--- config.mk ---
export PLATFORM = sky130hd
export DESIGN_NAME = irq_prio_arbiter
export DESIGN_NICKNAME = d
export VERILOG_FILES = /design/src/rtl/irq_arb_pkg.sv /design/src/rtl/irq_req_bank.sv /design/src/rtl/irq_win_select.sv /design/src/rtl/irq_nest_stack.sv /design/src/rtl/irq_prio_arbiter.sv
export SDC_FILE = /design/constraint.sdc
export NUM_CORES = 1
export LEC_CHECK = 0
export BUFFER_PORTS_ARGS = -buffer_cell sky130_fd_sc_hd__buf_2
export CAP_MARGIN = 20
export CORE_MARGIN = 2
export CORE_UTILIZATION = 45
export CTS_CLUSTER_SIZE = 30
export DETAILED_ROUTE_END_ITERATION = 10
export SLEW_MARGIN = 20
export SYNTH_ARGS = -nofsm -noshare
export SYNTH_HDL_FRONTEND = slang
export SYNTH_SLANG_ARGS = --single-unit
--- constraint.sdc ---
create_clock -name clk -period 19.6 [get_ports clk]
set_input_delay 0.98 -clock clk [delete_from_list [all_inputs] [get_ports clk]]
set_output_delay 0.98 -clock clk [all_outputs]
set_load 0.02 [all_outputs]
--- src/rtl/irq_arb_pkg.sv ---
package irq_arb_pkg;
  localparam int LVL_W = 3;
  typedef logic [LVL_W-1:0] lvl_t;
  localparam lvl_t LVL_LOWEST = lvl_t'(7);
endpackage

--- src/rtl/irq_req_bank.sv ---
module irq_req_bank
  import irq_arb_pkg::*;
#(
  parameter int NUM_CH = 16,
  localparam int CH_W = $clog2(NUM_CH)
) (
  input  logic                   clk,
  input  logic                   rst_n,
  input  logic [NUM_CH-1:0]      req_i,
  input  logic                   prio_we_i,
  input  logic [CH_W-1:0]        prio_sel_i,
  input  lvl_t                   prio_wdata_i,
  input  logic                   clr_i,
  input  logic [CH_W-1:0]        clr_id_i,
  output logic [NUM_CH-1:0]      pend_o,
  output logic [NUM_CH-1:0][LVL_W-1:0] prio_o
);

  logic [NUM_CH-1:0]            pend_q, pend_d;
  logic [NUM_CH-1:0][LVL_W-1:0] prio_q, prio_d;

  for (genvar i = 0; i < NUM_CH; i++) begin : g_ch
    always_comb begin
      pend_d[i] = pend_q[i];
      if (clr_i && (clr_id_i == CH_W'(i))) pend_d[i] = 1'b0;
      if (req_i[i]) pend_d[i] = 1'b1;
      prio_d[i] = prio_q[i];
      if (prio_we_i && (prio_sel_i == CH_W'(i))) prio_d[i] = prio_wdata_i;
    end

    always_ff @(posedge clk or negedge rst_n) begin
      if (!rst_n) begin
        pend_q[i] <= 1'b0;
        prio_q[i] <= LVL_LOWEST;
      end else begin
        pend_q[i] <= pend_d[i];
        prio_q[i] <= prio_d[i];
      end
    end
  end

  assign pend_o = pend_q;
  assign prio_o = prio_q;

endmodule

--- src/rtl/irq_win_select.sv ---
module irq_win_select
  import irq_arb_pkg::*;
#(
  parameter int NUM_CH = 16,
  localparam int CH_W = $clog2(NUM_CH)
) (
  input  logic [NUM_CH-1:0]            pend_i,
  input  logic [NUM_CH-1:0][LVL_W-1:0] prio_i,
  output logic                         win_valid_o,
  output logic [CH_W-1:0]              win_id_o,
  output lvl_t                         win_prio_o
);

  // Chain of stages; a later stage takes over only with a strictly
  // smaller value, so ties stay with the lower index.
  logic [NUM_CH:0] stg_v;
  lvl_t            stg_p  [NUM_CH+1];
  logic [CH_W-1:0] stg_id [NUM_CH+1];

  assign stg_v[0]  = 1'b0;
  assign stg_p[0]  = LVL_LOWEST;
  assign stg_id[0] = '0;

  for (genvar i = 0; i < NUM_CH; i++) begin : g_stage
    logic take;
    assign take         = pend_i[i] && (!stg_v[i] || (prio_i[i] < stg_p[i]));
    assign stg_v[i+1]   = stg_v[i] | pend_i[i];
    assign stg_p[i+1]   = take ? prio_i[i] : stg_p[i];
    assign stg_id[i+1]  = take ? CH_W'(i) : stg_id[i];
  end

  assign win_valid_o = stg_v[NUM_CH];
  assign win_prio_o  = stg_p[NUM_CH];
  assign win_id_o    = stg_id[NUM_CH];

endmodule

--- src/rtl/irq_nest_stack.sv ---
module irq_nest_stack
  import irq_arb_pkg::*;
#(
  parameter int DEPTH = 8,
  localparam int IDX_W = (DEPTH > 1) ? $clog2(DEPTH) : 1,
  localparam int CNT_W = $clog2(DEPTH + 1)
) (
  input  logic             clk,
  input  logic             rst_n,
  input  logic             push_i,
  input  lvl_t             push_lvl_i,
  input  logic             pop_i,
  input  logic             wr_i,
  input  lvl_t             wr_lvl_i,
  output lvl_t             lvl_o,
  output logic [CNT_W-1:0] depth_o,
  output logic             pop_err_o
);

  lvl_t             stk_q [DEPTH];
  lvl_t             lvl_q, lvl_d;
  logic [CNT_W-1:0] depth_q, depth_d;
  logic             err_q, err_d;
  logic [IDX_W-1:0] rd_idx, wr_idx;
  logic             do_push;

  assign rd_idx  = IDX_W'(depth_q - 1'b1);
  assign wr_idx  = IDX_W'(depth_q);
  assign do_push = push_i && !pop_i;

  always_comb begin
    lvl_d   = lvl_q;
    depth_d = depth_q;
    err_d   = 1'b0;
    if (pop_i) begin
      if (depth_q == '0) begin
        err_d = 1'b1;
      end else begin
        depth_d = depth_q - 1'b1;
        lvl_d   = stk_q[rd_idx];
      end
    end else if (push_i) begin
      depth_d = depth_q + 1'b1;
      lvl_d   = push_lvl_i;
    end else if (wr_i) begin
      lvl_d = wr_lvl_i;
    end
  end

  always_ff @(posedge clk or negedge rst_n) begin
    if (!rst_n) begin
      lvl_q   <= LVL_LOWEST;
      depth_q <= '0;
      err_q   <= 1'b0;
    end else begin
      lvl_q   <= lvl_d;
      depth_q <= depth_d;
      err_q   <= err_d;
    end
  end

  // Saved levels carry no reset; a slot is only read after it is written.
  always_ff @(posedge clk) begin
    if (do_push) stk_q[wr_idx] <= lvl_q;
  end

  assign lvl_o     = lvl_q;
  assign depth_o   = depth_q;
  assign pop_err_o = err_q;

endmodule

--- src/rtl/irq_prio_arbiter.sv ---
module irq_prio_arbiter
  import irq_arb_pkg::*;
#(
  parameter int NUM_CH = 16,
  parameter int DEPTH = 8,
  localparam int CH_W = $clog2(NUM_CH),
  localparam int CNT_W = $clog2(DEPTH + 1)
) (
  input  logic              clk,
  input  logic              rst_n,
  input  logic [NUM_CH-1:0] req_i,
  input  logic              prio_we_i,
  input  logic [CH_W-1:0]   prio_sel_i,
  input  logic [2:0]        prio_wdata_i,
  input  logic              lvl_we_i,
  input  logic [2:0]        lvl_wdata_i,
  output logic [2:0]        lvl_o,
  input  logic              top_req_i,
  input  logic              top_nmi_i,
  input  logic              top_en_i,
  input  logic              phase_i,
  input  logic              reti_i,
  output logic              ack_o,
  output logic              ack_top_o,
  output logic [CH_W-1:0]   ack_id_o,
  output logic              in_top_o,
  output logic [CNT_W-1:0]  depth_o,
  output logic              pop_err_o
);

  logic [NUM_CH-1:0]            pend;
  logic [NUM_CH-1:0][LVL_W-1:0] prio;
  logic                         win_valid;
  logic [CH_W-1:0]              win_id;
  lvl_t                         win_prio;
  lvl_t                         cur_lvl;
  logic [CNT_W-1:0]             depth;
  logic                         full, may_grant, top_ok, nrm_ok, push;
  lvl_t                         push_lvl;

  logic            top_pend_q, top_pend_d;
  logic            in_top_q, in_top_d;
  logic            ack_q, ack_top_q;
  logic [CH_W-1:0] ack_id_q, ack_id_d;

  irq_req_bank #(.NUM_CH(NUM_CH)) u_bank (
    .clk          (clk),
    .rst_n        (rst_n),
    .req_i        (req_i),
    .prio_we_i    (prio_we_i),
    .prio_sel_i   (prio_sel_i),
    .prio_wdata_i (prio_wdata_i),
    .clr_i        (nrm_ok),
    .clr_id_i     (win_id),
    .pend_o       (pend),
    .prio_o       (prio)
  );

  irq_win_select #(.NUM_CH(NUM_CH)) u_sel (
    .pend_i      (pend),
    .prio_i      (prio),
    .win_valid_o (win_valid),
    .win_id_o    (win_id),
    .win_prio_o  (win_prio)
  );

  irq_nest_stack #(.DEPTH(DEPTH)) u_stack (
    .clk        (clk),
    .rst_n      (rst_n),
    .push_i     (push),
    .push_lvl_i (push_lvl),
    .pop_i      (reti_i),
    .wr_i       (lvl_we_i),
    .wr_lvl_i   (lvl_wdata_i),
    .lvl_o      (cur_lvl),
    .depth_o    (depth),
    .pop_err_o  (pop_err_o)
  );

  // Grant decision: top level first, then the best channel under a
  // strict comparison with the running level.
  always_comb begin
    full      = (depth == CNT_W'(DEPTH));
    may_grant = phase_i && !reti_i && !in_top_q && !full;
    top_ok    = may_grant && top_pend_q && (top_nmi_i || top_en_i);
    nrm_ok    = may_grant && !top_ok && win_valid && (win_prio < cur_lvl);
    push      = top_ok || nrm_ok;
    push_lvl  = top_ok ? cur_lvl : win_prio;
  end

  always_comb begin
    top_pend_d = (top_pend_q && !top_ok) || top_req_i;
    in_top_d   = in_top_q;
    if (reti_i && (depth != '0)) in_top_d = 1'b0;
    if (top_ok) in_top_d = 1'b1;
    ack_id_d   = nrm_ok ? win_id : '0;
  end

  always_ff @(posedge clk or negedge rst_n) begin
    if (!rst_n) begin
      top_pend_q <= 1'b0;
      in_top_q   <= 1'b0;
      ack_q      <= 1'b0;
      ack_top_q  <= 1'b0;
      ack_id_q   <= '0;
    end else begin
      top_pend_q <= top_pend_d;
      in_top_q   <= in_top_d;
      ack_q      <= push;
      ack_top_q  <= top_ok;
      ack_id_q   <= ack_id_d;
    end
  end

  assign lvl_o     = cur_lvl;
  assign depth_o   = depth;
  assign ack_o     = ack_q;
  assign ack_top_o = ack_top_q;
  assign ack_id_o  = ack_id_q;
  assign in_top_o  = in_top_q;

endmodule

==> Word level (Yosys, flattened, before mapping) <==
Memory sizes are Yosys's and may differ from the RTL's.
Cells that the tools add are included.
{ "totals": {"register_bits": 80, "ram_bits": 24, "input_bits": 35, "out_inout_bits": 15, "elab_cells": 305, "memories": 1} }
{ "mem_list": {"columns": ["memory", "depth", "width", "rd", "rd_ports_with_merged_regs", "wr", "line", "source"], "rows": [
  ["u_stack.stk_q", 8, 3, 1, 0, 1, "irq_nest_stack.sv:20", "lvl_t stk_q [DEPTH];"]
]} }
{ "classes": {"add_sub_neg": 2, "order_cmp": 16, "n_eq_ne": 33, "n_mux": 78, "bitwise": 15, "n_reduce_logical": 120} }
{ "ops": {"columns": ["operator", "count"], "rows": [
  ["4-bit 2-to-1 mux", 18],
  ["4-bit == test, second input constant", 17],
  ["3-bit 2-to-1 mux", 21],
  ["1-bit logical AND", 58],
  ["3-bit less-than comparator", 16],
  ["1-bit 2-to-1 mux", 39],
  ["2-bit nonzero test", 18],
  ["4-bit by 3-bit == test with 1-bit output, second input constant", 8],
  ["1-bit logical NOT", 19],
  ["1-bit logical OR", 18],
  ["4-bit by 2-bit == test with 1-bit output, second input constant", 4],
  ["1-bit OR", 15],
  ["4-bit logical NOT", 3],
  ["4-bit by 1-bit == test with 1-bit output, second input constant", 2],
  ["4-bit by 1-bit adder with 4-bit output, second input constant", 1],
  ["4-bit nonzero test", 1],
  ["4-bit by 1-bit subtractor with 4-bit output, second input constant", 1],
  ["3-bit inequality test, second input constant", 1],
  ["3-bit AND reduction", 1],
  ["3-bit nonzero test", 1],
  ["2-bit inequality test, second input constant", 1],
  ["2-bit AND reduction", 1]
]} }

==> Logic depth before layout (Yosys ltp) <==
Gate-level depths: netlist of run 1.
{ "depth": {"depth_word": 67, "depth_mapped": 46} }

==> Cells and area by module <==
Synthesis of run 1 repeated with hierarchy kept, for this count alone.
{ "hier_totals": {"hier_cells": 792, "hier_area_um2": 7604.8} }
{ "modules_own_cells": {"columns": ["mod", "n_inst", "cells_each", "area_each_um2", "seq_area_each_um2"], "rows": [
  ["irq_win_select", 1, 458, 3080.5, 0.0],
  ["irq_req_bank", 1, 184, 2621.3, 1661.6],
  ["irq_nest_stack", 1, 107, 1476.4, 924.6],
  ["irq_prio_arbiter", 1, 43, 426.7, 200.2]
]} }

==> Worst setup path before layout of run 1 <==
Ideal clock, no wire load.
{ "synth_path": {"kind": "register to register", "startpoint": "register u_bank.prio_q, in the netlist u_bank.prio_o[1]", "endpoint": "memory u_stack.stk_q[5][0] (netlist bit), enable pin", "t_arrival_ps": 9637, "required_ps": 19229, "slack_ps": 9592, "stages_incl_launch_ff": 43, "cell_sequence": "dfstp_2 -> and2b_1 -> o2111ai_2 -> a221o_1 -> a21oi_2 -> or4_4 -> nand4_4 -> mux2i_1 -> a31o_2 -> a2bb2oi_2 -> o21a_2 -> mux2_2 -> and3_4 -> o21a_2 -> a31oi_2 -> o31ai_1 -> o211a_1 -> or3_1 -> [... 7 more ...] -> o21a_1 -> mux2i_1 -> ha_1 -> o21a_1 -> o21ai_0 -> o21a_1 -> o41a_1 -> buf_6 -> mux2i_1 -> ha_1 -> a21oi_1 -> o2111a_1 -> and2_1 -> a31oi_1 -> inv_2 -> buf_2 -> nand2_1 -> nor4_1"} }
{ "synth_via": {"elab_chain_len": 67} }
{ "synth_rtl": {"columns": ["item", "line", "source"], "rows": [
  ["start: declaration", "irq_req_bank.sv:20", "logic [NUM_CH-1:0][LVL_W-1:0] prio_q, prio_d;"],
  ["start signal: indexed assignment", "irq_req_bank.sv:37", "prio_q[i] <= prio_d[i];"],
  ["3-bit 2-to-1 mux *", "irq_win_select.sv:28", "assign stg_p[i+1] = take ? prio_i[i] : stg_p[i];"],
  ["3-bit less-than comparator", "irq_win_select.sv:26", "assign take = pend_i[i] && (!stg_v[i] || (prio_i[i] < stg_p[i]));"],
  ["1-bit logical OR", "irq_win_select.sv:26", null],
  ["1-bit logical AND", "irq_win_select.sv:26", null],
  ["3-bit 2-to-1 mux *", "irq_win_select.sv:28", null],
  ["3-bit less-than comparator", "irq_win_select.sv:26", null],
  ["1-bit logical OR", "irq_win_select.sv:26", null],
  ["1-bit logical AND", "irq_win_select.sv:26", null],
  ["[... 52 more ...]", null, null],
  ["3-bit 2-to-1 mux *", "irq_win_select.sv:28", null],
  ["3-bit less-than comparator *", "irq_prio_arbiter.sv:86", "nrm_ok = may_grant && !top_ok && win_valid && (win_prio < cur_lvl);"],
  ["1-bit logical AND *", "irq_prio_arbiter.sv:86", null],
  ["1-bit logical OR *", "irq_prio_arbiter.sv:87", "push = top_ok || nrm_ok;"],
  ["net push", "irq_prio_arbiter.sv:38", "logic full, may_grant, top_ok, nrm_ok, push;"],
  ["1-bit logical AND *", "irq_nest_stack.sv:29", "assign do_push = push_i && !pop_i;"],
  ["1-bit 2-to-1 mux *", "irq_nest_stack.sv:64", "if (do_push) stk_q[wr_idx] <= lvl_q;"],
  ["1-bit 2-to-1 mux (not written as such) *", "irq_nest_stack.sv:64", null],
  ["end: declaration", "irq_nest_stack.sv:20", null]
]} }
Mark *: on every way through the listed nets, which the timed path passes. The rest lies on a longest branch.

==> Final worst setup path of run 1 <==
{ "layout_path": {"startpoint": "register u_bank.pend_q[0], in the netlist u_bank.pend_o[0]", "endpoint": "register u_bank.pend_q[0], in the netlist u_bank.pend_o[0]"} }
{ "layout_via": {"elab_chain_len": 65, "word_cells_on_any_way": 112} }
{ "layout_rtl": {"columns": ["item", "line", "source"], "rows": [
  ["start: declaration", "irq_req_bank.sv:19", "logic [NUM_CH-1:0] pend_q, pend_d;"],
  ["start signal: indexed assignment", "irq_req_bank.sv:36", "pend_q[i] <= pend_d[i];"],
  ["3-bit 2-to-1 mux", "irq_win_select.sv:28", null],
  ["3-bit less-than comparator", "irq_win_select.sv:26", null],
  ["1-bit logical OR", "irq_win_select.sv:26", null],
  ["1-bit logical AND", "irq_win_select.sv:26", null],
  ["3-bit 2-to-1 mux", "irq_win_select.sv:28", null],
  ["3-bit less-than comparator", "irq_win_select.sv:26", null],
  ["1-bit logical OR", "irq_win_select.sv:26", null],
  ["1-bit logical AND", "irq_win_select.sv:26", null],
  ["[... 49 more ...]", null, null],
  ["3-bit less-than comparator", "irq_win_select.sv:26", null],
  ["1-bit logical OR", "irq_win_select.sv:26", null],
  ["1-bit logical AND", "irq_win_select.sv:26", null],
  ["3-bit 2-to-1 mux", "irq_win_select.sv:28", null],
  ["3-bit less-than comparator", "irq_prio_arbiter.sv:86", null],
  ["1-bit logical AND", "irq_prio_arbiter.sv:86", null],
  ["1-bit logical AND *", "irq_req_bank.sv:25", "if (clr_i && (clr_id_i == CH_W'(i))) pend_d[i] = 1'b0;"],
  ["2-bit nonzero test (no line) *", null, null]
]} }
Every way passes the cells marked *; elsewhere a longest branch is shown, timed or not.
A chain may end at the register's enable or synchronous reset.

==> qor.log, run 1 <==
qor: cts.clock_insertion_delay_at_the_later_pin_of_the_skew_report 0.35 ns
qor: placement.buffer_ports.inserted 49
qor: cts.clk_pin_slew_worst_paths 0.07 ns
qor: routing.routedWlPerCell 18.4 µm
qor: yosys.ys_ff_latch 104
qor: yosys.seq_area_frac_synth 39.3%
qor: yosys.synth-edff-count 24
qor: power.vdd_ir_drop_max 0.0000837 V
qor: timing.worst_pin_slew 0.915 ns
qor: run_status.outcome completed
qor: timing.post-route-worst-setup-slack 7.73 ns
qor: cells_and_area.synthToLayoutAreaGrowth 10.4%
qor: cts.post-cts-setup-buffer-count 0
qor: timing.totalNegativeSetupSlack 0 ns
qor: yosys.synth_async_sr_flop_share 76.9%
qor: worst_setup_path.setup.worst_path.class flop to flop
qor: grt.first_global_vias 5885
qor: cells_and_area.stdcell_count 1017
qor: timing.finClkSkew 0.00685 ns
qor: grt.grt_max_degree 81
qor: cells_and_area.nFillCells 1452
qor: floorplan.starting_density_of_the_core 46.2%
qor: timing.period_minus_slack 11.87 ns
qor: worst_setup_path.crit_path_start_kind flop
qor: power.power.density 163 mW/mm²
qor: yosys.yosys_warning_total 0
qor: floorplan.die_h 129 µm
qor: routing.iter_0_drt_violations 475
qor: worst_setup_path.slowest_delay 0.77 ns
qor: grt.grt_first_pass_wirelength 30500 µm
qor: routing.drc 0
qor: timing.grt_setup_unrepaired no
qor: cells_and_area.insertedDiodeCount 0
qor: cells_and_area.nets 842
qor: yosys.synth_area 0.00708 mm²
qor: timing.final-setup-viol-count 0
qor: cts.cts-resized-gates 0
qor: cts.ctsHoldBuffers 0
qor: grt.grt-ovfl-total 0
qor: grt.grt.total_usage 23.0%
qor: flow_run.drv.max_cap_violation_count 0
qor: worst_setup_path.timing.critical_path.slowest_stage_cell sky130_fd_sc_hd__nor4_2
qor: cts.tritoncts built
qor: yosys.synth_fp_nets 800
qor: timing.timing.final.crit_share 60.5%
qor: placement.routabilityCongestion 0.900
qor: cells_and_area.layout.core_utilization 51.1%
qor: floorplan.die_x 129 µm
qor: worst_setup_path.critical_path_required 19.83 ns
qor: floorplan.rows 45
qor: timing.whs 0.485 ns
qor: cts.tritoncts.num_buffers 9
qor: placement.detailed_place_hpwl 14300 µm
qor: timing.final_hold_vios 0
qor: placement.number_of_cells_in_the_design_after_placement 1000
qor: timing.achievable_frequency 84.3 MHz
qor: worst_setup_path.critPathMaxFanout 12
qor: worst_setup_path.timing.critical_path.arrival 12.10 ns
qor: routing.drtPass1Iterations 4
qor: yosys.post_synth.cell_area_avg 9.33 µm²
qor: timing.slew_headroom 39.0%
qor: routing.detail-route-antenna-nets 0
qor: yosys.synth_top_flop_cell sky130_fd_sc_hd__dfstp_2
qor: routing.vias_per_inst 5.97
qor: power.static-leakage-power 3.12 nW
qor: floorplan.io-pin-count 50
qor: cts.h-tree-depth 3
qor: yosys.netlist-cell-type-count 104
qor: worst_hold_path.worst_hold_path_type flop to flop
qor: cts.cts-root-buf sky130_fd_sc_hd__clkbuf_16
qor: cts.clockBufferDepth 2
qor: routing.via_count 6069
qor: floorplan.design.die.area 0.0168 mm²
qor: grt.initial_antenna_violation_count 0
qor: placement.post_placement_setup_slack 7.94 ns
qor: routing.wl 18700 µm
qor: timing.slew_violations 0
qor: cts.cts_sinks 104
qor: worst_setup_path.cpMostUsedCell sky130_fd_sc_hd__mux2i_1
qor: worst_setup_path.endpoint_kind flop
qor: yosys.cell_count_after_synthesis 759
qor: cells_and_area.final_layout_size_suffix_gt1_share 25.6%
qor: floorplan.fp.coreArea 0.0153 mm²
[routing by layer]
metal	GRT usage, %	vias to the layer above	part of all wire, %
li1	-	2913	-
met1	32.7	2965	47
met2	38.0	169	47
met3	2.73	22	4.6
met4	5.19	0	1.5
met5	0	-	0
[layout by cell type, fill, tap and decap left out, types with 8 or more instances in the layout]
cell type / instances
sky130_fd_sc_hd__a31oi_1: 9
sky130_fd_sc_hd__nand3_1: 13
sky130_fd_sc_hd__and3_1: 10
sky130_fd_sc_hd__dfrtp_1: 29
sky130_fd_sc_hd__o21ai_0: 57
sky130_fd_sc_hd__or3_1: 8
sky130_fd_sc_hd__nand2b_1: 21
sky130_fd_sc_hd__a21o_1: 19
sky130_fd_sc_hd__nor3_1: 17
sky130_fd_sc_hd__and2_1: 8
sky130_fd_sc_hd__nand2_1: 72
sky130_fd_sc_hd__dfstp_2: 51
sky130_fd_sc_hd__a21oi_1: 40
sky130_fd_sc_hd__o22ai_1: 9
sky130_fd_sc_hd__nor2_1: 73
sky130_fd_sc_hd__inv_1: 51
sky130_fd_sc_hd__clkbuf_16: 9
sky130_fd_sc_hd__mux2_2: 39
sky130_fd_sc_hd__edfxtp_1: 24
sky130_fd_sc_hd__mux2i_1: 11
sky130_fd_sc_hd__o211ai_1: 8
sky130_fd_sc_hd__buf_2: 48
sky130_fd_sc_hd__nand4_1: 9
[logic make-up after synthesis]
logic type,count (synthesis),synth area share [%]
adders and majority gates,9,1.50
xor gates and xnor gates,3,0.371
DFF,104,39.3
muxes,59,10.2
buffers and inverters,73,4.12
and+or+nand+nor,275,20.2
AOI/OAI and AO/OA,236,24.3
[stage by stage]
stage | area, µm² | power (W)
after global placement | 7510 | 0.00108
after CTS | 7790 | 0.00128
after floorplan | 7080 | 0.000919
final | 7820 | 0.00128
after detailed placement | 7510 | 0.00109
after global routing | 7820 | 0.00137
[layout make-up]
class	instances	area (µm²)	share of cell area [%]
tap	211	264	3.38
inverter	54	203	2.59
clock buffer	9	225	2.88
clock inverter	7	62.6	0.800
multi-input combinational	582	4010	51.2
sequential	104	2790	35.6
timing repair buffer	50	275	3.52
[synth_stat cells, types with 4 or more instances]
library cell,number,share of area (%)
sky130_fd_sc_hd__a211o_1,7,0.87
sky130_fd_sc_hd__a211oi_2,4,0.71
sky130_fd_sc_hd__a21o_1,19,2.0
sky130_fd_sc_hd__a21oi_1,40,2.8
sky130_fd_sc_hd__a31oi_1,9,0.79
sky130_fd_sc_hd__and2_1,8,0.71
sky130_fd_sc_hd__and3_1,10,0.88
sky130_fd_sc_hd__buf_2,5,0.35
sky130_fd_sc_hd__clkbuf_1,11,0.58
sky130_fd_sc_hd__dfrtp_1,29,10
sky130_fd_sc_hd__dfstp_2,51,19
sky130_fd_sc_hd__edfxtp_1,24,10
sky130_fd_sc_hd__ha_1,6,1.1
sky130_fd_sc_hd__inv_1,51,2.7
sky130_fd_sc_hd__mux2_2,39,6.2
sky130_fd_sc_hd__mux2i_1,11,1.6
sky130_fd_sc_hd__mux4_2,6,1.9
sky130_fd_sc_hd__nand2_1,72,3.8
sky130_fd_sc_hd__nand2b_1,21,1.9
sky130_fd_sc_hd__nand3_1,13,0.92
sky130_fd_sc_hd__nand4_1,9,0.79
sky130_fd_sc_hd__nor2_1,73,3.9
sky130_fd_sc_hd__nor2b_1,5,0.44
sky130_fd_sc_hd__nor3_1,17,1.2
sky130_fd_sc_hd__nor4_1,7,0.62
sky130_fd_sc_hd__o211a_1,4,0.57
sky130_fd_sc_hd__o211ai_1,8,0.85
sky130_fd_sc_hd__o21a_1,6,0.64
sky130_fd_sc_hd__o21ai_0,57,4.0
sky130_fd_sc_hd__o21ai_1,4,0.28
sky130_fd_sc_hd__o22ai_1,9,0.79
sky130_fd_sc_hd__o31ai_1,7,0.74
sky130_fd_sc_hd__or2_1,4,0.35
sky130_fd_sc_hd__or2_2,4,0.35
sky130_fd_sc_hd__or3_1,8,0.71
[critical path: cells and delay by family, from the launching register on]
kind,cells,cell delay [ns]
adder cells (fa/ha/maj),4,1.35
AO/OA/AOI/OAI,22,6.32
flip-flops,1,0.57
AND/OR/NAND/NOR,10,2.50
multiplexers,4,1.01
[sequential cells by signal, indices dropped and copies added, names as in the netlist]
signal             flops
ack_o                  1
u_stack.depth_o        4
u_stack.lvl_o          3
u_bank.pend_o         16
ack_id_o               4
ack_top_o              1
top_pend_q             1
u_bank.prio_o         48
in_top_o               1
u_stack.stk_q         24
u_stack.pop_err_o      1
[path summary, 6_finish.rpt]
check / start / end / slack (ns) / cells past startpoint
max: u_bank.pend_o[0]$_DFFE_PN0P_ / u_bank.pend_o[0]$_DFFE_PN0P_ / 7.73 / 40
min: top_pend_q$_DFF_PN0_ / top_pend_q$_DFF_PN0_ / 0.49 / 1
max reg2reg: u_bank.pend_o[0]$_DFFE_PN0P_ / u_bank.pend_o[0]$_DFFE_PN0P_ / 7.73 / 40
min reg2reg: top_pend_q$_DFF_PN0_ / top_pend_q$_DFF_PN0_ / 0.49 / 1
max in group asynchronous: rst_n / u_bank.prio_o[4]$_DFFE_PN1P_ / 18.45 / 2
min in group asynchronous: rst_n / u_bank.pend_o[12]$_DFFE_PN0P_ / 0.52 / 1
[power breakdown]
group | switching [W] | leakage, nW | total, W | internal (W)
combinational | 0.000449 | 1.92 | 0.000735 | 0.000286
sequential | 0.0000693 | 1.06 | 0.000366 | 0.000297
clock | 0.0000872 | 0.139 | 0.000177 | 0.0000893
Power figures use the tool's default switching activity.
==> inputs of run 2 (changes only) <==
==> constraint.sdc (replaced) <==
create_clock -name clk -period 11.5 [get_ports clk]
set_input_delay 0.575 -clock clk [delete_from_list [all_inputs] [get_ports clk]]
set_output_delay 0.575 -clock clk [all_outputs]
set_load 0.02 [all_outputs]
==> run 2 against run 1 <==
Effect of this change:
- maximum frequency is 8.0% higher
- worst setup slack worse by 7.2 ns
- clock skew is 0.0020 ns higher
- critical path depth is 4 higher
- register-to-register slack worse by 7.2 ns
==> qor.log, run 2 (same netlist as run 1, synthesis figures left out) <==
qor: run_status.outcome completed
qor: timing.final-setup-viol-count 0 [unchanged]
qor: worst_setup_path.worstSetupStartpoint u_bank.prio_o[1]$_DFFE_PN1P_
qor: worst_setup_path.worstReg2RegStart u_bank.prio_o[1]$_DFFE_PN1P_
qor: timing.final_hold_vios 0 [unchanged]
qor: floorplan.die_h 129 µm [unchanged]
qor: placement.detailed_place_hpwl 14200 µm [-0.82%]
qor: timing.slew_violations 0 [unchanged]
qor: cts.cts-root-buf sky130_fd_sc_hd__clkbuf_16
qor: power.vdd_ir_drop_max 0.000151 V [+80%]
qor: routing.detail-route-antenna-nets 0 [unchanged]
qor: cells_and_area.nets 850 [+0.95%]
qor: worst_setup_path.worst_reg_to_reg_setup_slack 0.51 ns [-7.23 ns]
qor: timing.slew_headroom 45.5% [+6.5 points]
qor: worst_setup_path.slowest_delay 0.57 ns [-0.20 ns]
qor: worst_setup_path.cp-endpoint u_bank.pend_o[0]$_DFFE_PN0P_
qor: timing.worst_pin_slew 0.809 ns [-0.107 ns]
qor: routing.drtPass1Iterations 5 [+1]
qor: timing.achievable_frequency 91.0 MHz [+8.0%]
qor: timing.post-route-worst-setup-slack 0.509 ns [-7.23 ns]
qor: worst_setup_path.crit-reg2reg-capture u_bank.pend_o[0]$_DFFE_PN0P_
qor: power.power.density 284 mW/mm² [+74%]
qor: floorplan.starting_density_of_the_core 46.2% [unchanged]
qor: worst_setup_path.critical_path.n_buffers_inverters 4 [+4]
qor: worst_hold_path.worst_hold_path_type input port to async pin
qor: worst_setup_path.timing.critical_path.arrival 11.22 ns [-0.88 ns]
qor: floorplan.io-pin-count 50 [unchanged]
qor: worst_setup_path.endpoint_kind flop
qor: timing.timing.final.crit_share 95.6% [+35 points]
qor: cts.tritoncts built
qor: cts.cts_sinks 104 [unchanged]
qor: cells_and_area.synthToLayoutAreaGrowth 13.5%
qor: floorplan.design.die.area 0.0168 mm² [unchanged]
qor: worst_setup_path.worst-r2r-cell-count 44 [+10%]
qor: cts.clockBufferDepth 2 [unchanged]
qor: worst_setup_path.setup.worst_path.class flop to flop
qor: flow_run.drv.max_cap_violation_count 0 [unchanged]
qor: cells_and_area.commonest_cells_after_routing_fill_and_taps_aside sky130_fd_sc_hd__nand2_1 (72), sky130_fd_sc_hd__nor2_1 (72), sky130_fd_sc_hd__o21ai_0 (55)
qor: power.static-leakage-power 3.19 nW [+2.3%]
qor: placement.post_placement_setup_slack 0.00148 ns [-7.93 ns]
qor: timing.finClkSkew 0.00887 ns [+0.00202 ns]
qor: routing.iter_0_drt_violations 454 [-4.4%]
qor: cts.ctsHoldBuffers 0 [unchanged]
qor: floorplan.fp.coreArea 0.0153 mm² [unchanged]
qor: cells_and_area.largest_register_ffs 48 [unchanged]
qor: routing.drc 0 [unchanged]
qor: cts.clk_pin_slew_worst_paths 0.08 ns [about the same]
qor: worst_setup_path.critical_path_required 11.73 ns [-8.10 ns]
qor: timing.period_minus_slack 10.99 ns [-0.874 ns]
qor: cells_and_area.final_layout_size_suffix_gt1_share 28.4% [+2.8 points]
qor: cells_and_area.insertedDiodeCount 0 [unchanged]
qor: worst_setup_path.timing.critical_path.slowest_stage_cell sky130_fd_sc_hd__dfstp_2
qor: worst_setup_path.crit_path_start_kind flop
qor: routing.vias_per_inst 6.01 [+0.74%]
qor: worst_setup_path.worstSetupPathDepth 44 [+10%]
qor: grt.grt-ovfl-total 0 [unchanged]
qor: floorplan.rows 45 [unchanged]
qor: placement.buffer_ports.inserted 49 [unchanged]
qor: worst_setup_path.critPathMaxFanout 10 [-2]
qor: routing.via_count 6162 [+1.5%]
qor: timing.totalNegativeSetupSlack 0 ns [unchanged]
qor: placement.routabilityCongestion 0.890 [-1.1%]
qor: routing.routedWlPerCell 18.6 µm [+0.93%]
qor: grt.grt_first_pass_wirelength 30600 µm [+0.41%]
qor: grt.grt_max_degree 81 [unchanged]
qor: routing.wl 19000 µm [+1.7%]
qor: grt.grt.total_usage 23.1% [+0.074 points]
qor: grt.first_global_vias 5911 [+0.44%]
qor: cells_and_area.nFillCells 1446 [-0.41%]
qor: cts.h-tree-depth 3 [unchanged]
qor: grt.initial_antenna_violation_count 0 [unchanged]
qor: cts.clock_insertion_delay_at_the_later_pin_of_the_skew_report 0.35 ns [about the same]
qor: floorplan.die_x 129 µm [unchanged]
qor: worst_setup_path.crit_family compound AO/OA/AOI/OAI gates
qor: cts.tritoncts.num_buffers 9 [unchanged]
## run 2: cell types whose count changed in the layout (fill, tap and decap cells not counted), sizes merged
cell / before / now
inv: 56 / 55
buf: 50 / 58
clkinv: 4 / 5
## run 2: worst min path at each step
stage | slack (ns) | cells after the start | to
final | 0.26 | 1 | u_stack.depth_o[2]$_DFFE_PN0P_
after global routing | 0.32 | 1 | u_stack.depth_o[2]$_DFFE_PN0P_
after CTS | 0.40 | 2 | top_pend_q$_DFF_PN0_
after detailed placement | 0.48 | 1 | top_pend_q$_DFF_PN0_
after global placement | 0.47 | 1 | top_pend_q$_DFF_PN0_
after floorplan | 0.28 | 0 | ack_id_o[0]$_DFF_PN0_
## run 2: cell type report
type	instances	area [µm²]	area share (%)
clock buffers	9	225	2.80
clock inverters	7	62.6	0.778
inverters	54	203	2.52
multi-input cells	582	4180	52.0
flip-flops and latches	104	2790	34.7
well taps	211	264	3.28
repair buffers	58	319	3.97
## run 2: what timing repair did
item,4_1_cts,5_1_grt
buffers inserted,0,8
gates resized for setup,2,29
pin swaps,0,7
setup endpoints to repair,4,52
endpoints found under the hold margin,0,0
## run 2: routing by layer
metal / part of all wire [%] / track usage, % / up-vias
li1: - / - / 2927
met1: 47 / 32.0 / 3039
met2: 48 / 39.0 / 168
met3: 3.9 / 2.56 / 28
met4: 1.6 / 5.57 / 0
met5: 0 / 0 / -
## run 2: per-stage QoR
| step | area, µm² | std cells | utilization (%) | total power, W | hold WS [ns] |
|---|---|---|---|---|---|
| detailed placement | 7510 | 1001 | 49.1 | 0.00186 | 0.483 |
| floorplan | 7080 | 759 | - | 0.00157 | 0.279 |
| global route | 8040 | 1025 | 52.5 | 0.00244 | 0.322 |
| CTS | 7820 | 1017 | 51.1 | 0.00219 | 0.398 |
| finish | 8040 | 1025 | 52.5 | 0.00228 | 0.262 |
| global placement | 7510 | 1001 | 49.1 | 0.00185 | 0.467 |
## run 2: power breakdown
group	switching (W)	internal, W
logic	0.000816	0.000541
clock network	0.000146	0.000152
registers	0.000122	0.000506
total	0.00108	0.00120
